[src/rtl/ccd_timing_pkg.sv]
package ccd_timing_pkg;
  // Shift period in standard mode; even/odd mode uses twice this.
  localparam int BASE_PERIOD = 8;
  localparam int PT_W        = $clog2(2 * BASE_PERIOD);
  localparam int DIST_W      = $clog2(BASE_PERIOD);
  localparam int FLD_W       = 2;

  typedef struct packed {
    logic             evenOdd;
    logic [FLD_W-1:0] guardM1;
    logic [FLD_W-1:0] trM1;
    logic [FLD_W-1:0] rsOffs;
    logic [FLD_W-1:0] rsWidM1;
    logic [PT_W-1:0]  refPt;
    logic [PT_W-1:0]  sigPt;
  } ccd_cfg_t;

  localparam int CFG_W = $bits(ccd_cfg_t);

  typedef struct packed {
    logic            loadCfg;
    logic            inTr;
    logic            inShift;
    logic [PT_W-1:0] pc;
  } seq_ctl_t;

  typedef enum logic [2:0] {
    ST_IDLE, ST_PRE, ST_TR, ST_POST, ST_SHIFT
  } seq_state_t;
endpackage

[src/rtl/ccd_seq_ctrl.sv]
module ccd_seq_ctrl
  import ccd_timing_pkg::*;
#(
  parameter int PIXELS = 16
) (
  input  logic     clk,
  input  logic     rstN,
  input  logic     sync,
  input  ccd_cfg_t cfgAct,
  output seq_ctl_t ctl
);
  localparam int PIX_W = (PIXELS > 1) ? $clog2(PIXELS) : 1;

  seq_state_t       state;
  logic [FLD_W-1:0] phCnt;
  logic [PT_W-1:0]  pc;
  logic [PIX_W-1:0] pixCnt;
  logic [PT_W-1:0]  periodLast;

  assign periodLast = cfgAct.evenOdd ? PT_W'(2 * BASE_PERIOD - 1)
                                     : PT_W'(BASE_PERIOD - 1);

  always_ff @(posedge clk or negedge rstN) begin
    if (!rstN) begin
      state  <= ST_IDLE;
      phCnt  <= '0;
      pc     <= '0;
      pixCnt <= '0;
    end else begin
      case (state)
        ST_IDLE: begin
          if (sync) begin
            state <= ST_PRE;
            phCnt <= '0;
          end
        end
        ST_PRE: begin
          if (phCnt == cfgAct.guardM1) begin
            state <= ST_TR;
            phCnt <= '0;
          end else begin
            phCnt <= phCnt + 1'b1;
          end
        end
        ST_TR: begin
          if (phCnt == cfgAct.trM1) begin
            state <= ST_POST;
            phCnt <= '0;
          end else begin
            phCnt <= phCnt + 1'b1;
          end
        end
        ST_POST: begin
          if (phCnt == cfgAct.guardM1) begin
            state  <= ST_SHIFT;
            pc     <= '0;
            pixCnt <= '0;
          end else begin
            phCnt <= phCnt + 1'b1;
          end
        end
        ST_SHIFT: begin
          if (pc == periodLast) begin
            pc <= '0;
            if (pixCnt == PIX_W'(PIXELS - 1)) begin
              state <= ST_IDLE;
            end else begin
              pixCnt <= pixCnt + 1'b1;
            end
          end else begin
            pc <= pc + 1'b1;
          end
        end
        default: state <= ST_IDLE;
      endcase
    end
  end

  always_comb begin
    ctl.loadCfg = (state == ST_IDLE) && sync;
    ctl.inTr    = (state == ST_TR);
    ctl.inShift = (state == ST_SHIFT);
    ctl.pc      = pc;
  end
endmodule

[src/rtl/ccd_wave_dp.sv]
module ccd_wave_dp
  import ccd_timing_pkg::*;
(
  input  logic             clk,
  input  logic             rstN,
  input  logic             cfgWrEn,
  input  logic [CFG_W-1:0] cfgWrData,
  input  seq_ctl_t         ctl,
  output ccd_cfg_t         cfgAct,
  output logic             phi1,
  output logic             phi2,
  output logic             rsPulse,
  output logic             trPulse,
  output logic             refStrobe,
  output logic             sigStrobe,
  output logic             pixValid
);
  ccd_cfg_t          cfgPend;
  logic [PT_W-1:0]   halfPos;
  logic [PT_W-1:0]   ptMask;
  logic [DIST_W-1:0] rsDist;
  logic [DIST_W:0]   rsLo;
  logic [DIST_W:0]   rsHi;

  // Pending word from the host; it becomes active only when a line is accepted.
  always_ff @(posedge clk or negedge rstN) begin
    if (!rstN) begin
      cfgPend  <= '0;
      cfgAct   <= '0;
      pixValid <= 1'b0;
    end else begin
      if (cfgWrEn)     cfgPend <= ccd_cfg_t'(cfgWrData);
      if (ctl.loadCfg) cfgAct  <= cfgPend;
      pixValid <= sigStrobe;
    end
  end

  assign halfPos = cfgAct.evenOdd ? PT_W'(BASE_PERIOD) : PT_W'(BASE_PERIOD / 2);
  assign ptMask  = cfgAct.evenOdd ? PT_W'(2 * BASE_PERIOD - 1) : PT_W'(BASE_PERIOD - 1);

  // Distance from the phi1 edge that anchors the reset pulse.
  generate
    if (DIST_W < PT_W) begin : g_dist
      logic [PT_W-1:0] fromRise;
      logic [PT_W-1:0] fromFall;
      assign fromRise = ctl.pc - PT_W'(1);
      assign fromFall = ctl.pc - PT_W'(BASE_PERIOD / 2 + 1);
      assign rsDist   = cfgAct.evenOdd ? fromRise[DIST_W-1:0] : fromFall[DIST_W-1:0];
    end else begin : g_dist_eq
      assign rsDist = '0;
    end
  endgenerate

  assign rsLo = (DIST_W + 1)'(cfgAct.rsOffs);
  assign rsHi = (DIST_W + 1)'(cfgAct.rsOffs) + (DIST_W + 1)'(cfgAct.rsWidM1);

  always_comb begin
    phi1      = ctl.inShift && (ctl.pc != '0) && (ctl.pc <= halfPos);
    phi2      = !phi1;
    trPulse   = ctl.inTr;
    rsPulse   = ctl.inShift && ({1'b0, rsDist} >= rsLo) && ({1'b0, rsDist} <= rsHi);
    refStrobe = ctl.inShift && (ctl.pc == (cfgAct.refPt & ptMask));
    sigStrobe = ctl.inShift && (ctl.pc == (cfgAct.sigPt & ptMask));
  end
endmodule

[src/rtl/ccd_timing_gen.sv]
module ccd_timing_gen #(
  parameter int PIXELS = 16
) (
  input  logic                             clk,
  input  logic                             rstN,
  input  logic                             sync,
  input  logic                             cfgWrEn,
  input  logic [ccd_timing_pkg::CFG_W-1:0] cfgWrData,
  output logic                             phi1,
  output logic                             phi2,
  output logic                             rsPulse,
  output logic                             trPulse,
  output logic                             refStrobe,
  output logic                             sigStrobe,
  output logic                             pixValid
);
  ccd_timing_pkg::seq_ctl_t ctl;
  ccd_timing_pkg::ccd_cfg_t cfgAct;

  ccd_seq_ctrl #(.PIXELS(PIXELS)) u_ctrl (
    .clk    (clk),
    .rstN   (rstN),
    .sync   (sync),
    .cfgAct (cfgAct),
    .ctl    (ctl)
  );

  ccd_wave_dp u_dp (
    .clk       (clk),
    .rstN      (rstN),
    .cfgWrEn   (cfgWrEn),
    .cfgWrData (cfgWrData),
    .ctl       (ctl),
    .cfgAct    (cfgAct),
    .phi1      (phi1),
    .phi2      (phi2),
    .rsPulse   (rsPulse),
    .trPulse   (trPulse),
    .refStrobe (refStrobe),
    .sigStrobe (sigStrobe),
    .pixValid  (pixValid)
  );
endmodule

[config.mk]
export PLATFORM = sky130hd
export DESIGN_NAME = ccd_timing_gen
export DESIGN_NICKNAME = d
export VERILOG_FILES = /design/src/rtl/ccd_timing_pkg.sv /design/src/rtl/ccd_seq_ctrl.sv /design/src/rtl/ccd_wave_dp.sv /design/src/rtl/ccd_timing_gen.sv
export SDC_FILE = /design/constraint.sdc
export NUM_CORES = 1
export LEC_CHECK = 0
export BUFFER_PORTS_ARGS = -buffer_cell sky130_fd_sc_hd__buf_2
export CAP_MARGIN = 30
export CORE_ASPECT_RATIO = 1.4
export CORE_MARGIN = 10
export CORE_UTILIZATION = 40
export CTS_CLUSTER_DIAMETER = 30
export CTS_CLUSTER_SIZE = 28
export DETAILED_ROUTE_END_ITERATION = 16
export HOLD_SLACK_MARGIN = 0.02
export PLACE_DENSITY_LB_ADDON = 0.1
export SLEW_MARGIN = 0
export SYNTH_ARGS = -nofsm -noshare
export SYNTH_HDL_FRONTEND = slang
export SYNTH_HIERARCHICAL = 1
export SYNTH_SLANG_ARGS = --single-unit
[constraint.sdc]
create_clock -name clk -period 1.6 [get_ports clk]
set_input_delay 0.08 -clock clk [delete_from_list [all_inputs] [get_ports clk]]
set_output_delay 0.08 -clock clk [all_outputs]
set_load 0.02 [all_outputs]
Word level (Yosys, flattened, before mapping):

Index checks and enable logic that the tools add are counted.

* flip-flop bits (word level): 48
* input bits: 21
* word-level logic and storage cells: 85
* output and inout port bits: 7

* bitwise logic cells: 2
* add/sub/neg operators: 6
* mux-type cells: 21
* reduce and logical (&&, ||, !) cells: 16
* magnitude comparators: 3
* eq/ne operators: 18

Operator list (count)
* 2-to-1 mux 4 bit: 6
* 2-to-1 mux 3 bit: 7
* one-hot mux 4 bit (2 select lines): 2
* one-hot mux 3 bit (5 select lines): 1
* equality test 4 bit: 3
* != test 2 bit (second input constant): 5
* adder 4 x 1 -> 4 bit (second input constant): 2
* AND 4 bit: 2
* 2-to-1 mux 2 bit: 4
* one-hot mux 2 bit (4 select lines): 1
* nonzero test 4 bit: 2
* logical AND 1 bit: 7
* equality test 3 x 2 -> 1 bit (second input constant): 2
* != test 2 x 1 -> 1 bit (second input constant): 3
* AND reduction 6 bit: 1
* equality test 2 bit: 2
* equality test 4 bit (second input constant): 1
* <= comparator 3 x 4 -> 1 bit: 1
* <= comparator 4 bit: 1
* AND reduction 4 bit: 1
* adder 2 x 2 -> 3 bit: 1
* equality test 3 x 1 -> 1 bit (second input constant): 1
* equality test 3 bit (second input constant): 1
* greater-or-equal comparator 3 x 2 -> 1 bit: 1
* other kinds (8): 8

Depth between registers and ports, before layout:

Gate-level depths: netlist (run 1).

* depth in word-level cells: 5
* depth in mapped cells: 7
* mapped depth without buffers: 7

By module:

The synthesis (run 1) kept the hierarchy.

Modules (own cells, without submodules)
* ccd_wave_dp: sequential area each 875.8 sq um, instances 1, area each 1641.6 sq um, cells an instance 124
* ccd_seq_ctrl: sequential area each 325.3 sq um, instances 1, area each 820.8 sq um, cells an instance 90

Worst setup path after synthesis (run 1):

OpenSTA, ideal clock, no wires.

* kind: reg-to-output
* start point: register, netlist name u_dp/cfgAct[10]
* end point: output port rsPulse
* buffers on the path: 0
* arrival: 1758 ps
* required time: 1520 ps
* stages on the path, launching flop included: 7
* slack: -238 ps
* cell sequence: dfrtp_1 ha_1 inv_1 fa_1 ha_1 a211oi_1 o211a_1

* cells in the longest elaborated chain, start to end: 3

Ends and longest elaborated chain
* adder 2 x 2 -> 3 bit / greater-or-equal comparator 3 x 2 -> 1 bit (equally long branches): RTL line ccd_wave_dp.sv:55, ccd_wave_dp.sv:61
* <= comparator 3 x 4 -> 1 bit / logical AND 1 bit (equally long branches): RTL line ccd_wave_dp.sv:61 `rsPulse = ctl.inShift && ({1'b0, rsDist} >= rsLo) && ({1'b0, rsDist} <= rsHi);`
* logical AND 1 bit *: RTL line ccd_wave_dp.sv:61
* to (decl): RTL line ccd_timing_gen.sv:11 `output logic rsPulse,`

Mark *: on every way between the ends. The rest lies on a longest branch, timed or not.

Worst setup path in the final report (run 1):

* start point: register, netlist name u_dp/cfgAct[10]
* end point: output port rsPulse

* cells in the longest elaborated chain, start to end: 3

Ends and longest elaborated chain (RTL line)
* adder 2 x 2 -> 3 bit / greater-or-equal comparator 3 x 2 -> 1 bit (equally long branches): ccd_wave_dp.sv:55, ccd_wave_dp.sv:61
* <= comparator 3 x 4 -> 1 bit / logical AND 1 bit (equally long branches): ccd_wave_dp.sv:61
* logical AND 1 bit *: ccd_wave_dp.sv:61

Marks and branches as above.

==> results of run 1 <==
==> synth_stat cells, types with 2 or more instances <==
cell	number
buf_4	2
buf_2	5
dfrtp_1	48
nand2_1	15
inv_1	13
nand2b_1	3
a21o_1	2
a21oi_1	2
nor3_1	5
ha_1	11
o21ai_0	12
buf_6	2
xor2_1	3
nand4_1	3
mux2_2	31
o31ai_1	2
nor2_1	8
a211oi_1	3
nand3_1	10
xnor2_1	11
nor2b_1	2
nor4b_1	2
==> metal layers <==
layer | global-route usage | vias up | share of wire
met3 | 0.0316 | 7 | 0.037
met2 | 0.174 | 30 | 0.50
li1 | - | 926 | -
met4 | 0.0401 | 0 | 0.016
met1 | 0.132 | 902 | 0.44
met5 | 0 | - | 0
==> worst max path at each step <==
stage	startpoint	to	slack (ns)	cells past startpoint
after floorplan	u_dp/cfgAct[10]	rsPulse	-0.22	6
after global placement	u_dp/cfgAct[8]	rsPulse	-0.30	8
after detailed placement	u_dp/cfgAct[8]	rsPulse	-0.32	8
after CTS	u_dp/cfgAct[8]	rsPulse	-0.66	8
after global routing	u_dp/cfgAct[10]	rsPulse	-0.72	7
final	u_dp/cfgAct[10]	rsPulse	-0.62	8
==> stage by stage <==
step	total power [mW]	cell area [um^2]	hold WS (ns)
after floorplan	3.35	2490	-0.216
after global placement	4.07	2930	0.0610
after detailed placement	4.11	2930	0.0610
after CTS	5.22	3350	0.0226
after global routing	6.06	3570	0.0328
final	5.62	3570	0.0275
==> flip-flops by register name (all words and copies together), names as in the netlist <==
signal	flops
u_dp/cfgAct	17
u_dp/cfgPend	17
u_ctrl/pc	4
u_ctrl/pixCnt	4
u_ctrl/state	3
u_ctrl/phCnt	2
u_dp/pixValid	1
==> worst max-delay path, stage by stage, from the launching register on <==
cell and delay [ns]:
dfrtp_1 0.39, ha_2 0.19, inv_2 0.05, fa_1 0.41, ha_1 0.33, nand3_1 0.08, o21ai_1 0.06, o211a_1 0.21
buf_6 0.13
==> layout by cell type, fill, tap and decap left out, types with 10 or more instances in the layout <==
cell type       n
xnor2_1        11
inv_1          10
buf_6          17
nand2_1        13
buf_2          21
buf_4          31
mux2_2         17
mux2_4         14
dfrtp_1        46
dlygate4sd3_1  17
==> logic make-up (layout without fill, tap and decap cells) <==
family / after synthesis / in the layout / synth area share
adders and majority gates: 12 / 12 / 0.0640
DFF: 48 / 48 / 0.488
buffers and inverters: 23 / 110 / 0.0467
AOI/OAI and AO/OA: 32 / 32 / 0.0940
xor gates and xnor gates: 15 / 15 / 0.0564
muxes: 31 / 31 / 0.142
and+or+nand+nor: 53 / 53 / 0.109
==> power by group <==
| part | leakage [nW] | switching (mW) | internal (mW) | total [mW] |
|---|---|---|---|---|
| sequential | 0.585 | 0.252 | 1.56 | 1.81 |
| combinational | 0.996 | 1.28 | 1.69 | 2.97 |
| clock | 0.0513 | 0.377 | 0.458 | 0.835 |
| total | 1.63 | 1.91 | 3.71 | 5.62 |
==> area by class of cell <==
class | count | area share
clock buffers | 6 | 0.0203
inverters | 13 | 0.0144
flip-flops and latches | 48 | 0.337
clock inverters | 1 | 0.00840
repair buffers | 90 | 0.218
multi-input cells | 143 | 0.377
well taps | 70 | 0.0245
==> repair_timing <==
| item | in CTS | in global routing |
|---|---|---|
| resized for setup | 27 | 49 |
| cloned | 0 | 1 |
| endpoints found under the setup margin | 12 | 27 |
| hold buffers | 17 | 0 |
| hold endpoints to repair | 33 | 0 |
| setup buffers | 6 | 5 |
| pin swaps | 13 | 9 |
==> results.sh, run 1 <==
export IMPL_synthDominantCellAreaShare=0.488
export IMPL_yosysSeqAreaShare=0.488
export IMPL_rsz0062_at_grt="true"
export IMPL_port_buffers=27
export IMPL_clock_path_buffers=2
export IMPL_finClkSkew_ns=0.00778
export IMPL_clk_root_buffer_cell="clkbuf_8"
export IMPL_failed_checks="setup timing"
export IMPL_io_pins=28
export IMPL_grt_pass1_wl_mm=8.85
export IMPL_place_inst=335
export IMPL_cp_start_kind="flip-flop"
export IMPL_reg2reg_to="u_ctrl/pixCnt[2]"
export IMPL_dp_worst_setup_slack_ns=-0.325
export IMPL_synth_edf_count=0
export IMPL_totalWireLength_mm=5.35
export IMPL_drcViolationCount=0
export IMPL_final_util=0.605
export IMPL_ys_top_cells_by_area="dfrtp_1 49%, mux2_2 14%, ha_1 5.6%, xnor2_1 3.9%, o21ai_0 2.4%"
export IMPL_grt_max_degree=25
export IMPL_die_area_um2=9740
export IMPL_syn_area_per_cell_um2=11.5
export IMPL_clk_pin_slew_worst_paths_ns=0.08
export IMPL_hold_viol_final=0
export IMPL_hold_start="cfgWrData[13]"
export IMPL_grt_pass1_vias=1915
export IMPL_relSlewSlack=0.695
export IMPL_fmax_ghz=0.450
export IMPL_clkLatencyLatePin_ns=0.30
export IMPL_wl_per_cell_um=14.4
export IMPL_grt_overflow_total=0
export IMPL_vdd_drop_max_mv=0.803
export IMPL_drt_iter0_markers=53
export IMPL_instances_no_fill=371
export IMPL_end_kind="output pin"
export IMPL_p_leak_nw=1.63
export IMPL_die_x_um=86.3
export IMPL_area_delta_synth_final_pct=45.1
export IMPL_setup_violations=22
export IMPL_htree_levels=2
export IMPL_start_util=0.417
export IMPL_worstMarginPinSlew_ns=0.458
export IMPL_maxCapViolCount=0
export IMPL_syn_num_nets=247
export IMPL_ys_ff_latch=48
export IMPL_synth_ff_type="dfrtp_1"
export IMPL_core_um2=5900
export IMPL_holdPathStages=2
export IMPL_cts_sinks=48
export IMPL_worst_path_max_fanout=2
export IMPL_p_per_area_nw_per_um2=1570
export IMPL_numCtsBuffers=5
export IMPL_reg2reg_setup_slack_ns=-0.11
export IMPL_viasPerCell=5.03
export IMPL_antenna_found_initial=0
export IMPL_hold_class="in -> reg"
export IMPL_seq_area_um2=1200
export IMPL_dpl_hpwl_mm=3.71
export IMPL_fillerInstances=504
export IMPL_fin_ws_ns=-0.624
export IMPL_r2r_start="u_ctrl/phCnt[1]"
export IMPL_die_h_um=113
export IMPL_finalCriticalPeriod_ns=2.22
export IMPL_rows=33
export IMPL_worst_ep_required_time_ns=1.52
export IMPL_min_to="u_dp/cfgPend[13]"
export IMPL_drv_slew=0
export IMPL_fin_nets=334
export IMPL_drive_gt1_frac=0.462
export IMPL_finalCritPeriodShare=1.39
export IMPL_cts_tree="yes"
export IMPL_netlist_area_um2=2460
export IMPL_ys_types=41
export IMPL_setup_tns_ns=-1.89
export IMPL_synth_cells=214
export IMPL_critPathKind="reg -> out"
export IMPL_status="finished, violations left"
export IMPL_detail_route_first_pass_iterations=4
export IMPL_synthArstFlopShare=1.00
export IMPL_ant_nets=0
export IMPL_grt_usage=0.108
export IMPL_num_antenna_cells=0
export IMPL_reg2reg_depth=4
export IMPL_crit_arrival_ns=2.14
export IMPL_yosysTopAreaCell="dfrtp_1"
export IMPL_globalplace_congestion=0.732
export IMPL_num_vias=1865
export IMPL_multiInputGateArea_um2=1350
export IMPL_yosys_warnings=6
(Power assumes the default switching activity.)
==> run 2, diff against run 1 <==
- clock period: 1.6 -> 2.4 ns (I/O delays scaled with it)
==> run 2 against run 1 <==
Net effect: the flow now finishes without violations; global-route usage decreased by 0.83 points; wire length decreased by 13%; clock skew decreased by 0.0043 ns; total power decreased by 48%; critical path type unchanged; critical endpoint unchanged; largest cell class is now sequential cells; largest power group is now registers.
==> results.sh, run 2 (synthesized netlist as in run 1, its figures left out) <==
export IMPL_finalCriticalPeriod_ns=2.29
export IMPL_die_area_um2=9740
export IMPL_vdd_drop_max_mv=0.498
export IMPL_rows=33
export IMPL_post_cts_buffers=0
export IMPL_cp_top_family="adder cells"
export IMPL_drv_slew=0
export IMPL_start_util=0.417
export IMPL_cts_sinks=48
export IMPL_setup_violations=0
export IMPL_fillerInstances=568
export IMPL_worst_path_max_fanout=3
export IMPL_crit_arrival_ns=2.17
export IMPL_switchingPower_mw=1.05
export IMPL_reg2reg_depth=5
export IMPL_die_x_um=86.3
export IMPL_worst_hold_slack_ns=0.0555
export IMPL_setup_tns_ns=0
export IMPL_hold_class="in -> reg"
export IMPL_finClkSkew_ns=0.00346
export IMPL_clk_root_buffer_cell="clkbuf_8"
export IMPL_dpl_hpwl_mm=3.44
export IMPL_critPathKind="reg -> out"
export IMPL_r2r_start="u_ctrl/state[1]"
export IMPL_io_pins=28
export IMPL_num_vias=1643
export IMPL_power_frac_seq=0.424
export IMPL_power_mw=2.91
export IMPL_area_delta_synth_final_pct=12.8
export IMPL_fmax_ghz=0.436
export IMPL_cp_slowest_cell="fa_1"
export IMPL_grt_usage=0.0993
export IMPL_clock_path_buffers=2
export IMPL_fin_nets=280
export IMPL_detail_route_first_pass_iterations=4
export IMPL_reg2reg_to="u_ctrl/pixCnt[2]"
export IMPL_biggestRegsByFlops="u_dp/cfgAct (17), u_dp/cfgPend (17)"
export IMPL_ant_nets=0
export IMPL_grt_max_degree=49
export IMPL_worstMarginPinSlew_ns=0.617
export IMPL_port_buffers=27
export IMPL_end_kind="output pin"
export IMPL_internal_power_mw=1.86
export IMPL_core_um2=5900
export IMPL_multiInputGateArea_um2=1160
export IMPL_grt_pass1_wl_mm=7.99
export IMPL_p_sw_frac=0.360
export IMPL_antenna_found_initial=0
export IMPL_max_stage_delay_ns=0.41
export IMPL_drive_gt1_frac=0.316
export IMPL_htree_levels=2
export IMPL_drt_iter0_markers=97
export IMPL_worst_ep_required_time_ns=2.28
export IMPL_cts_tree="yes"
export IMPL_fin_ws_ns=0.108
export IMPL_clkLatencyLatePin_ns=0.29
export IMPL_p_per_area_nw_per_um2=1050
export IMPL_finalCritPeriodShare=0.955
export IMPL_layout_common_cells="48 x dfrtp_1, 31 x mux2_2, 27 x buf_2"
export IMPL_cp_common_cell="ha_1"
export IMPL_relSlewSlack=0.589
export IMPL_status="finished clean"
export IMPL_totalWireLength_mm=4.63
export IMPL_min_to="u_dp/cfgPend[7]"
export IMPL_clkPwrFrac=0.151
export IMPL_path_cells="ha_1 -> inv_1 -> fa_1 -> ha_1 -> nand3_1 -> o21ai_0 -> o211a_1 -> buf_2"
export IMPL_p_leak_nw=1.27
export IMPL_maxCapViolCount=0
export IMPL_path_buf_inv=2
export IMPL_rsz0062_at_grt="false"
export IMPL_die_h_um=113
export IMPL_grt_overflow_total=0
export IMPL_cp_start_kind="flip-flop"
export IMPL_wl_per_cell_um=14.6
export IMPL_reg2reg_setup_slack_ns=0.49
export IMPL_num_antenna_cells=0
export IMPL_seq_area_um2=1200
export IMPL_holdPathStages=2
export IMPL_clk_pin_slew_worst_paths_ns=0.08
export IMPL_layout_commonest_cell="dfrtp_1"
export IMPL_numCtsBuffers=5
export IMPL_dp_worst_setup_slack_ns=0.362
export IMPL_power_frac_comb=0.424
export IMPL_grt_pass1_vias=1687
export IMPL_hold_start="cfgWrData[7]"
export IMPL_hold_viol_final=0
export IMPL_globalplace_congestion=0.776
export IMPL_viasPerCell=5.18
export IMPL_drcViolationCount=0
-- run 2: metal layers --
metal | vias up | global-route usage | wire [um]
met1 | 793 | 0.118 | 2100
li1 | 822 | - | -
met5 | - | 0 | 0
met2 | 23 | 0.165 | 2290
met4 | 0 | 0.0325 | 61
met3 | 5 | 0.0309 | 177
-- run 2: power by group through the flow --
stage	sequential (mW)	combinational (mW)	clock, mW
after global routing	1.28	1.41	0.502
after global placement	1.26	1.20	0
after CTS	1.25	1.22	0.467
after detailed placement	1.27	1.21	0
after floorplan	1.17	1.02	0
final	1.24	1.24	0.441
-- run 2: cell type report --
type	instances	area share
Sequential cell	48	0.432
Multi-Input combinational cell	143	0.417
Timing Repair Buffer	36	0.0739
Tap cell	70	0.0315
Clock buffer	6	0.0261
Inverter	13	0.0176
Clock inverter	1	0.00180
-- run 2: metrics by stage --
stage               utilization  std cells  instance area, um^2
floorplan                     -        214                 2460
global placement          0.455        309                 2690
detailed placement        0.455        309                 2690
CTS                       0.470        317                 2770
global route              0.470        317                 2780
finish                    0.470        317                 2780
-- run 2: repair_timing --
action,CTS,global route
setup endpoints to repair,0,1
hold buffers,1,0
hold endpoints to repair,48,0
gates resized for setup,0,1
-- run 2: worst max path at each step --
stage / depth (start not counted) / startpoint / slack (ns) / endpoint
2_1_floorplan: 6 / u_dp/cfgAct[10] / 0.52 / rsPulse
3_3_place_gp: 7 / u_dp/cfgAct[10] / 0.44 / rsPulse
3_5_place_dp: 7 / u_dp/cfgAct[10] / 0.36 / rsPulse
4_1_cts: 7 / u_dp/cfgAct[10] / 0.05 / rsPulse
5_1_grt: 7 / u_dp/cfgAct[8] / 0.01 / rsPulse
6_report: 8 / u_dp/cfgAct[10] / 0.11 / rsPulse
